$ cat src/rtl/sdram_refresh_pkg.sv
package sdram_refresh_pkg;

  typedef enum logic [1:0] {
    CMD_NOP = 2'd0,
    CMD_REF = 2'd1,
    CMD_SRE = 2'd2,
    CMD_SRX = 2'd3
  } refCmd_e;

  // strobes from the control FSM to the datapath
  typedef struct packed {
    logic loadLock;
    logic decLock;
  } ctlStrobe_t;

  // status from the datapath to the control FSM
  typedef struct packed {
    logic match;
    logic autoMode;
    logic selfMode;
    logic lockZero;
    logic lockLast;
  } dpStatus_t;

  localparam logic [2:0] ADDR_COUNT  = 3'd0;
  localparam logic [2:0] ADDR_CONST  = 3'd1;
  localparam logic [2:0] ADDR_SELECT = 3'd2;
  localparam logic [2:0] ADDR_MODE   = 3'd3;
  localparam logic [2:0] ADDR_TIMING = 3'd4;

  // log2 of the clock divisor for each select code (0 means stopped)
  function automatic int divShift(input logic [2:0] sel);
    case (sel)
      3'd1:    return 2;
      3'd2:    return 4;
      3'd3:    return 6;
      3'd4:    return 8;
      3'd5:    return 10;
      3'd6:    return 11;
      3'd7:    return 12;
      default: return 0;
    endcase
  endfunction

endpackage

$ cat src/rtl/refresh_datapath.sv
module refresh_datapath
  import sdram_refresh_pkg::*;
#(
  parameter int CNT_W  = 8,
  parameter int TIME_W = 3,
  parameter int PRE_W  = 12
) (
  input  logic             clk,
  input  logic             rstN,
  input  logic             wrEn,
  input  logic             writeBlock,
  input  logic [2:0]       wrAddr,
  input  logic [CNT_W-1:0] wrData,
  input  ctlStrobe_t       strobe,
  output dpStatus_t        status
);

  localparam int LOCK_W = TIME_W + 1;

  logic [CNT_W-1:0]  cntQ;
  logic [CNT_W-1:0]  constQ;
  logic [2:0]        selQ;
  logic              refEnQ;
  logic              selfBitQ;
  logic [TIME_W-1:0] activeQ;
  logic [TIME_W-1:0] rowCycQ;
  logic [PRE_W-1:0]  divQ;
  logic [LOCK_W-1:0] lockQ;

  logic              wrOk;
  logic [PRE_W-1:0]  tickMask;
  logic              tick;
  logic              hit;
  logic [LOCK_W-1:0] lockSum;

  assign wrOk = wrEn & ~writeBlock;

  // prescaler: a free-running divider, tick when the selected low bits are all ones
  always_ff @(posedge clk or negedge rstN) begin
    if (!rstN) divQ <= '0;
    else       divQ <= divQ + PRE_W'(1);
  end

  always_comb begin
    tickMask = PRE_W'((64'd1 << divShift(selQ)) - 64'd1);
  end

  assign tick    = (selQ != 3'd0) && ((divQ & tickMask) == tickMask);
  assign hit     = tick && (cntQ == constQ);
  assign lockSum = LOCK_W'(activeQ) + LOCK_W'(rowCycQ);

  // refresh interval counter; a software write has priority over a tick
  always_ff @(posedge clk or negedge rstN) begin
    if (!rstN) begin
      cntQ <= '0;
    end else if (wrOk && wrAddr == ADDR_COUNT) begin
      cntQ <= wrData;
    end else if (tick) begin
      if (hit) cntQ <= '0;
      else     cntQ <= cntQ + CNT_W'(1);
    end
  end

  // configuration registers
  always_ff @(posedge clk or negedge rstN) begin
    if (!rstN) begin
      constQ   <= '0;
      selQ     <= '0;
      refEnQ   <= 1'b0;
      selfBitQ <= 1'b0;
      activeQ  <= '0;
      rowCycQ  <= '0;
    end else if (wrOk) begin
      case (wrAddr)
        ADDR_CONST:  constQ <= wrData;
        ADDR_SELECT: selQ   <= wrData[2:0];
        ADDR_MODE: begin
          refEnQ   <= wrData[0];
          selfBitQ <= wrData[1];
        end
        ADDR_TIMING: begin
          activeQ <= wrData[TIME_W-1:0];
          rowCycQ <= wrData[2*TIME_W-1:TIME_W];
        end
        default: ;
      endcase
    end
  end

  // lockout down-counter
  always_ff @(posedge clk or negedge rstN) begin
    if (!rstN) begin
      lockQ <= '0;
    end else if (strobe.loadLock) begin
      lockQ <= lockSum;
    end else if (strobe.decLock && lockQ != '0) begin
      lockQ <= lockQ - LOCK_W'(1);
    end
  end

  always_comb begin
    status.match    = hit;
    status.autoMode = refEnQ & ~selfBitQ;
    status.selfMode = refEnQ & selfBitQ;
    status.lockZero = (lockSum == '0);
    status.lockLast = (lockQ == LOCK_W'(1));
  end

endmodule

$ cat src/rtl/refresh_control.sv
module refresh_control
  import sdram_refresh_pkg::*;
(
  input  logic       clk,
  input  logic       rstN,
  input  logic       gnt,
  input  dpStatus_t  status,
  output ctlStrobe_t strobe,
  output logic       refReq,
  output logic       busy,
  output refCmd_e    cmd
);

  typedef enum logic [2:0] {
    ST_IDLE,
    ST_REF,
    ST_LOCK,
    ST_SRE,
    ST_SELF,
    ST_SRX
  } state_e;

  state_e stateQ, stateD;
  logic   pendQ;
  logic   goRef;

  always_comb begin
    stateD = stateQ;
    strobe = '0;
    refReq = 1'b0;
    busy   = 1'b1;
    cmd    = CMD_NOP;
    goRef  = 1'b0;
    case (stateQ)
      ST_IDLE: begin
        busy   = 1'b0;
        refReq = status.selfMode | pendQ;
        if (gnt && status.selfMode) begin
          stateD = ST_SRE;
        end else if (gnt && pendQ) begin
          stateD = ST_REF;
          goRef  = 1'b1;
        end
      end
      ST_REF: begin
        cmd             = CMD_REF;
        strobe.loadLock = 1'b1;
        stateD          = status.lockZero ? ST_IDLE : ST_LOCK;
      end
      ST_LOCK: begin
        strobe.decLock = 1'b1;
        if (status.lockLast) stateD = ST_IDLE;
      end
      ST_SRE: begin
        cmd    = CMD_SRE;
        stateD = ST_SELF;
      end
      ST_SELF: begin
        if (!status.selfMode) stateD = ST_SRX;
      end
      ST_SRX: begin
        cmd             = CMD_SRX;
        strobe.loadLock = 1'b1;
        stateD          = status.lockZero ? ST_IDLE : ST_LOCK;
      end
      default: stateD = ST_IDLE;
    endcase
  end

  always_ff @(posedge clk or negedge rstN) begin
    if (!rstN) stateQ <= ST_IDLE;
    else       stateQ <= stateD;
  end

  // one pending refresh at most; matches outside periodic mode are dropped
  always_ff @(posedge clk or negedge rstN) begin
    if (!rstN) begin
      pendQ <= 1'b0;
    end else if (!status.autoMode) begin
      pendQ <= 1'b0;
    end else if (goRef) begin
      pendQ <= status.match;
    end else if (status.match) begin
      pendQ <= 1'b1;
    end
  end

endmodule

$ cat src/rtl/sdram_refresh_ctl.sv
module sdram_refresh_ctl
  import sdram_refresh_pkg::*;
#(
  parameter int CNT_W  = 8,
  parameter int TIME_W = 3,
  parameter int PRE_W  = 12
) (
  input  logic             clk,
  input  logic             rstN,
  input  logic             sleepIn,
  input  logic             manualRst,
  input  logic             wrEn,
  input  logic [2:0]       wrAddr,
  input  logic [CNT_W-1:0] wrData,
  input  logic             gnt,
  output logic             refReq,
  output logic             busy,
  output logic [1:0]       cmd
);

  ctlStrobe_t strobe;
  dpStatus_t  status;
  refCmd_e    cmdE;
  logic       writeBlock;

  assign writeBlock = sleepIn | manualRst;

  refresh_datapath #(
    .CNT_W (CNT_W),
    .TIME_W(TIME_W),
    .PRE_W (PRE_W)
  ) u_dp (
    .clk       (clk),
    .rstN      (rstN),
    .wrEn      (wrEn),
    .writeBlock(writeBlock),
    .wrAddr    (wrAddr),
    .wrData    (wrData),
    .strobe    (strobe),
    .status    (status)
  );

  refresh_control u_ctl (
    .clk   (clk),
    .rstN  (rstN),
    .gnt   (gnt),
    .status(status),
    .strobe(strobe),
    .refReq(refReq),
    .busy  (busy),
    .cmd   (cmdE)
  );

  assign cmd = cmdE;

endmodule

$ cat config.mk
export PLATFORM = sky130hd
export DESIGN_NAME = sdram_refresh_ctl
export DESIGN_NICKNAME = d
export VERILOG_FILES = /design/src/rtl/sdram_refresh_pkg.sv /design/src/rtl/refresh_datapath.sv /design/src/rtl/refresh_control.sv /design/src/rtl/sdram_refresh_ctl.sv
export SDC_FILE = /design/constraint.sdc
export NUM_CORES = 1
export LEC_CHECK = 0
export BUFFER_PORTS_ARGS = -buffer_cell sky130_fd_sc_hd__clkbuf_2
export CAP_MARGIN = 20
export CORE_MARGIN = 3
export CORE_UTILIZATION = 55
export CTS_CLUSTER_DIAMETER = 150
export DETAILED_ROUTE_END_ITERATION = 6
export HOLD_SLACK_MARGIN = 0.03
export PLACE_DENSITY_LB_ADDON = 0.1
export SLEW_MARGIN = 20
export SYNTH_ARGS = -nofsm -noshare
export SYNTH_HDL_FRONTEND = slang
export SYNTH_SLANG_ARGS = --single-unit
$ cat constraint.sdc
create_clock -name clk -period 4 [get_ports clk]
set_input_delay 0.6 -clock clk [delete_from_list [all_inputs] [get_ports clk]]
set_output_delay 0.6 -clock clk [all_outputs]
set_load 0.01 [all_outputs]
# Word-level counts from Yosys, hierarchy flattened
# Index checks and enable logic that the tools add are counted.
# word_totals
output_inout_bits	4
regBits	47
in_bits	17
# op_classes
bitwise	8
n_eq_ne	23
add_sub_neg	5
reduce_logical	19
n_mux	23
n_shift	1
# op_table
cell	count
$pmux W4 S7	1
$mux W8	3
$eq A3 B3 Y1 const B	7
$eq A3 B2 Y1 const B	6
$pmux W3 S5	1
$add A12 B1 Y12 const B	1
$and A12 B12 Y12	1
$eq A12 B12 Y1	1
$mux W3	4
$shl A1 B4 Y12 const A	1
$sub A12 B1 Y12 const B	1
$mux W1	10
$eq A3 B1 Y1 const B	3
$add A8 B1 Y8 const B	1
$eq A8 B8 Y1	1
$mux W4	2
$reduce_and A2 Y1	4
$logic_and A1 B1 Y1	6
$logic_not A3 Y1	2
$pmux W2 S3	1
$add A3 B3 Y4	1
$eq A4 B1 Y1 const B	1
$logic_not A4 Y1	1
$ne A2 B2 Y1 const B	2
12 further kinds	17

# Longest topological paths before layout
# logic_depth
depth_word	11
ltp_mapped	10
mapped_depth_nobuf	7

# Hierarchy
# A second synthesis with hierarchy kept.
# hier_totals
hier_cells	267
area_unflattened_um2	2761.4
# by_module_without_submodules
mod	n_inst	area_each_um2	cells_per_inst
refresh_datapath	1	2513.7	239
refresh_control	1	241.5	27
sdram_refresh_ctl	1	6.3	1

# Worst setup path after synthesis
# OpenSTA, ideal clock, no wires.
# synth_timing
kind	register to register
start	register u_dp.selQ[0]
end	register u_dp.cntQ[2]
path_stages_with_launch	11
synth_period_minus_slack_ns	2.468
slack_ns	1.532
arrival_time_ns	2.327
setup_time_ns	0.142
required_time_ns	3.858
path_buffers	3
path_cell_list	dfrtp_1 -> buf_6 -> or3_1 -> ha_1 -> clkbuf_4 -> or4b_4 -> a31oi_4 -> a311o_1 -> buf_6 -> o41ai_1 -> a31oi_1
# synth_between
elab_chain_len	11
# synth_lines
element	line	rtl
start, declared	refresh_datapath.sv:22	logic [2:0] selQ;
start signal, assigned	refresh_datapath.sv:76	ADDR_SELECT: selQ <= wrData[2:0];
$eq A3 B3 Y1, or another cell as far along	sdram_refresh_pkg.sv:33	case (sel)
$pmux W4 S7	sdram_refresh_pkg.sv:33	
$shl A1 B4 Y12	refresh_datapath.sv:45	tickMask = PRE_W'((64'd1 << divShift(selQ)) - 64'd1);
$sub A12 B1 Y12	refresh_datapath.sv:45	
$and A12 B12 Y12	refresh_datapath.sv:48	assign tick = (selQ != 3'd0) && ((divQ & tickMask) == tickMask);
$eq A12 B12 Y1	refresh_datapath.sv:48	
$logic_and A1 B1 Y1 *	refresh_datapath.sv:48	
$logic_and A1 B1 Y1	refresh_datapath.sv:49	assign hit = tick && (cntQ == constQ);
$mux W8	refresh_datapath.sv:59	if (hit) cntQ <= '0;
$mux W8	refresh_datapath.sv:58	end else if (tick) begin
$mux W8	refresh_datapath.sv:56	end else if (wrOk && wrAddr == ADDR_COUNT) begin
end signal, assigned	refresh_datapath.sv:57	cntQ <= wrData;
end signal, assigned	refresh_datapath.sv:60	else cntQ <= cntQ + CNT_W'(1);
end, declared	refresh_datapath.sv:20	logic [CNT_W-1:0] cntQ;
# Mark *: on every way between the ends. The rest lies on a longest branch, timed or not. The select of a mux whose other input is x is not followed.
# A chain may end at the register's enable or synchronous reset.

# Final worst setup path
# layout_timing
start	register u_dp.selQ[1]
end	register u_dp.cntQ[6]
# Same word-level chain as after synthesis.

==> implementation parameters <==
Parameter                              Value

Outcome
  Result of the run ... completed

Routing
  Antenna violation net count after detailed routing ... 0
  Number of vias per cell ... roughly 6.0
  Residual DRC count ... 0
  Iter 0 DRT Violations ... 133
  Overall routed net length ... 5.61 mm
  Via count ... 2062
  Average wire per cell in the routed design ... roughly 16 um
  Drt first pass iters ... 4

STA
  Setup TNS ... 0 ps
  Worst clock skew on the final layout ... 8.24 ps
  Pins over their slew limit ... 0
  Crit path time final ... 2860 ps
  Slew margin rel. ... 30.2%
  Hold violation total from the final report ... 0
  Portion of the clock cycle consumed by the worst path in the final layout ... between 70% and 80%
  Count of endpoints failing setup in the final report ... 0
  Worst-margin pin slew ... 1040 ps
  Unrepaired setup endpoints after global routing ... no
  Maximum clock frequency ... 0.349 GHz

Clock tree
  Hold Buf Count CTS ... 0
  Insertion delay to the later sink of the worst-skew pair ... ~300 ps
  Number of cells upsized or downsized after cts ... 0
  Maximum level of the CTS H-tree ... 2
  Longest Clk Path Bufs ... 2
  Number of clock buffers inserted by TritonCTS ... 5
  Buffer cell driving the clock tree root ... sky130_fd_sc_hd__clkbuf_8
  Clock tree from TritonCTS ... yes
  Clock transition time at the flip-flop clock pins of the worst setup and hold paths ... 90 ps
  Post-CTS Setup Bufs ... 0
  Number of sinks on the clock net ... 47

Setup path
  Largest delay share family, worst path ... simple AND/OR/NAND/NOR gates
  Delay of the slowest cell on the worst path ... 530 ps
  Critical-path cell list ... or3_1 -> ha_1 -> or4bb_1 -> nor2_1 -> a311o_1 -> a221oi_1 -> a31oi_1
  Total buffers and inverters traversed by the critical path ... 0
  Class of the most critical setup path ... register to register
  Required time worst endpoint ... roughly 4200 ps
  Setup crit end kind ... register
  Critical-path cell with the highest stage delay ... sky130_fd_sc_hd__dfrtp_1
  Critical path launch point type ... register
  Data arrival time of the worst path ... 3090 ps
  Maximum fanout count along the critical path ... 14

Place
  PortBufs ... 20
  HPWL after detailed placement ... 4.04 mm
  Gpl congestion ... about 0.8

Power
  Clock power share ... 19.0%
  Comb pwr share ... between 30% and 40%
  Power density over the cells ... 514 mW/mm2
  Proportion of power drawn by flip-flops and latches ... between 40 and 50%
  Internal power consumption ... 962 uW
  Leakage power of the design ... 0.00133 uW
  Total power after layout ... 1540 uW
  Sw Ratio ... a little under two fifths
  Net load switching power ... 580 uW
  VDD IR-drop max ... ~0.27 mV

Yosys
  Number of distinct library cell variants in the gate-level netlist after synthesis ... 60
  Synthesized area divided by synthesized cell count ... 10.7 um2
  Number of synthesized flops with an enable pin ... 0
  Mapped Cells ... 260
  Flip-flop cell with the highest count after synthesis ... sky130_fd_sc_hd__dfrtp_1
  Fraction of synthesis flops using an asynchronous set or reset pin ... 100%
  Number of synthesized register bits ... 47
  Post-synthesis instance area ... 0.00278 mm2
  Post-Synthesis Net Count ... approximately 290
  Sequential area share after synthesis ... 42.3%
  Warnings, synthesis ... 0

Floorplan
  Die footprint ... 0.00595 mm2
  Floorplan die height ... 77.1 um
  Die width ... 77.1 um
  Io pins ... 21
  Row count ... 25
  Std-Cell Core Area ... about 0.0048 mm2
  Starting density of the core ... 57.8%

Global route
  Global-route wire length before repair ... 9.59 mm
  GRT overflow ... 0
  Largest net degree at the start of global routing ... between 40 and 50
  Antenna violations before repair ... 0
  Vias in the first global route ... 1956
  Total global-route track usage ... between 20% and 30%

Min path
  Type of the worst min-delay path ... input port to asynchronous set/reset pin

Finish
  Share of the core filled with cells in the final layout ... 62.3%
  Number of antenna cells inserted ... 0
  Net count reported at finish ... between 300 and 400
  Leading cell type in the layout, fill and taps excluded ... sky130_fd_sc_hd__dfrtp_1
  Layout cell share with drive strength beyond 1 ... 21.5%
  Area Growth Syn to Fin ... 7.82%
  Most frequent cells in the layout ... sky130_fd_sc_hd__dfrtp_1, sky130_fd_sc_hd__clkbuf_2, sky130_fd_sc_hd__mux2_2

Flow run
  Max-cap violation count ... 0
[stage by stage]
stage / worst slack [ps] / hold slack (ps) / area [um2] / std cells
final: 1140 / 376 / 3000 / 346
after detailed placement: 1170 / 472 / 2910 / 339
after CTS: 1150 / 409 / 3000 / 346
after global placement: 1240 / 466 / 2910 / 339
after floorplan: 1530 / 304 / 2780 / 260
after global routing: 936 / 426 / 3000 / 346
[flip-flops by register name, summed over array words and instances, names as in the netlist]
signal / flops
u_ctl.pendQ: 1
u_ctl.stateQ: 3
u_dp.activeQ: 3
u_dp.cntQ: 8
u_dp.constQ: 8
u_dp.divQ: 12
u_dp.lockQ: 4
u_dp.refEnQ: 1
u_dp.rowCycQ: 3
u_dp.selQ: 3
u_dp.selfBitQ: 1
[power by group through the flow]
stage	clock (uW)	combinational, uW	sequential (uW)
6_report	292	543	706
3_5_place_dp	0	544	716
5_1_grt	327	608	728
3_3_place_gp	0	533	714
2_1_floorplan	0	468	662
4_1_cts	300	547	707
[cells by family after synthesis]
group	synth area share (%)
XOR/XNOR	6.92
buffers and inverters	3.28
AO/OA/AOI/OAI	16.9
other	0.135
flip-flops	42.3
AND/OR/NAND/NOR	17.8
multiplexers	8.41
adder cells (fa/ha/maj)	4.32
[synth_stat cells (all sizes together) (2+ instances only)]
| cell type | count | area share, % |
|---|---|---|
| nand2 | 14 | 1.9 |
| a31oi | 9 | 2.6 |
| a21o | 4 | 1.1 |
| and2 | 4 | 0.90 |
| and3 | 6 | 1.3 |
| nand4 | 10 | 2.2 |
| dfrtp | 47 | 42 |
| o31ai | 2 | 0.54 |
| a221oi | 2 | 0.63 |
| buf | 5 | 1.5 |
| clkbuf | 4 | 0.67 |
| ha | 8 | 3.6 |
| a21oi | 12 | 2.2 |
| nor4 | 3 | 1.3 |
| nor2 | 17 | 2.3 |
| xor2 | 14 | 4.4 |
| o221ai | 2 | 0.63 |
| or3 | 2 | 0.45 |
| o2bb2ai | 3 | 1.2 |
| inv | 8 | 1.1 |
| a21boi | 2 | 0.54 |
| xnor2 | 8 | 2.5 |
| o21ai | 3 | 0.54 |
| a211oi | 5 | 1.5 |
| nand3 | 10 | 1.8 |
| mux2i | 2 | 0.72 |
| mux2 | 19 | 7.7 |
| nor3 | 3 | 0.72 |
| nand3b | 3 | 0.81 |
| nand2b | 3 | 0.67 |
| o41ai | 5 | 1.8 |
[path summary, 6_finish.rpt]
path                                          startpoint                       end  slack [ps]  cells past startpoint
max in group asynchronous                           rstN  u_dp.cntQ[4]$_DFFE_PN0P_        3230                      2
worst min-delay path                                rstN    u_dp.divQ[4]$_DFF_PN0_         380                      2
min in group clk                 u_dp.divQ[11]$_DFF_PN0_   u_dp.divQ[11]$_DFF_PN0_         490                      1
worst max register to register  u_dp.selQ[1]$_DFFE_PN0P_  u_dp.cntQ[6]$_DFFE_PN0P_        1140                      7
worst max-delay path            u_dp.selQ[1]$_DFFE_PN0P_  u_dp.cntQ[6]$_DFFE_PN0P_        1140                      7
worst min register to register   u_dp.divQ[11]$_DFF_PN0_   u_dp.divQ[11]$_DFF_PN0_         490                      1
[layout make-up]
| class | instances | area (um2) |
|---|---|---|
| clock buffers | 6 | 82.6 |
| fillers | 420 | 1820 |
| multi-input cells | 196 | 1520 |
| flip-flops and latches | 47 | 1180 |
| inverters | 8 | 30.0 |
| repair buffers | 21 | 108 |
| clock inverters | 1 | 5.00 |
| well taps | 67 | 83.8 |
[per-layer routing]
| layer | wire length [um] | vias to the layer above | GRT usage (%) | part of all wire (%) |
|---|---|---|---|---|
| met1 | 2640 | 994 | 29.4 | 47 |
| li1 | - | 1013 | - | - |
| met3 | 258 | 9 | 4.58 | 4.6 |
| met5 | 0 | - | 0 | 0 |
| met2 | 2610 | 46 | 30.6 | 47 |
| met4 | 94 | 0 | 7.12 | 1.7 |
(Power assumes the default switching activity.)
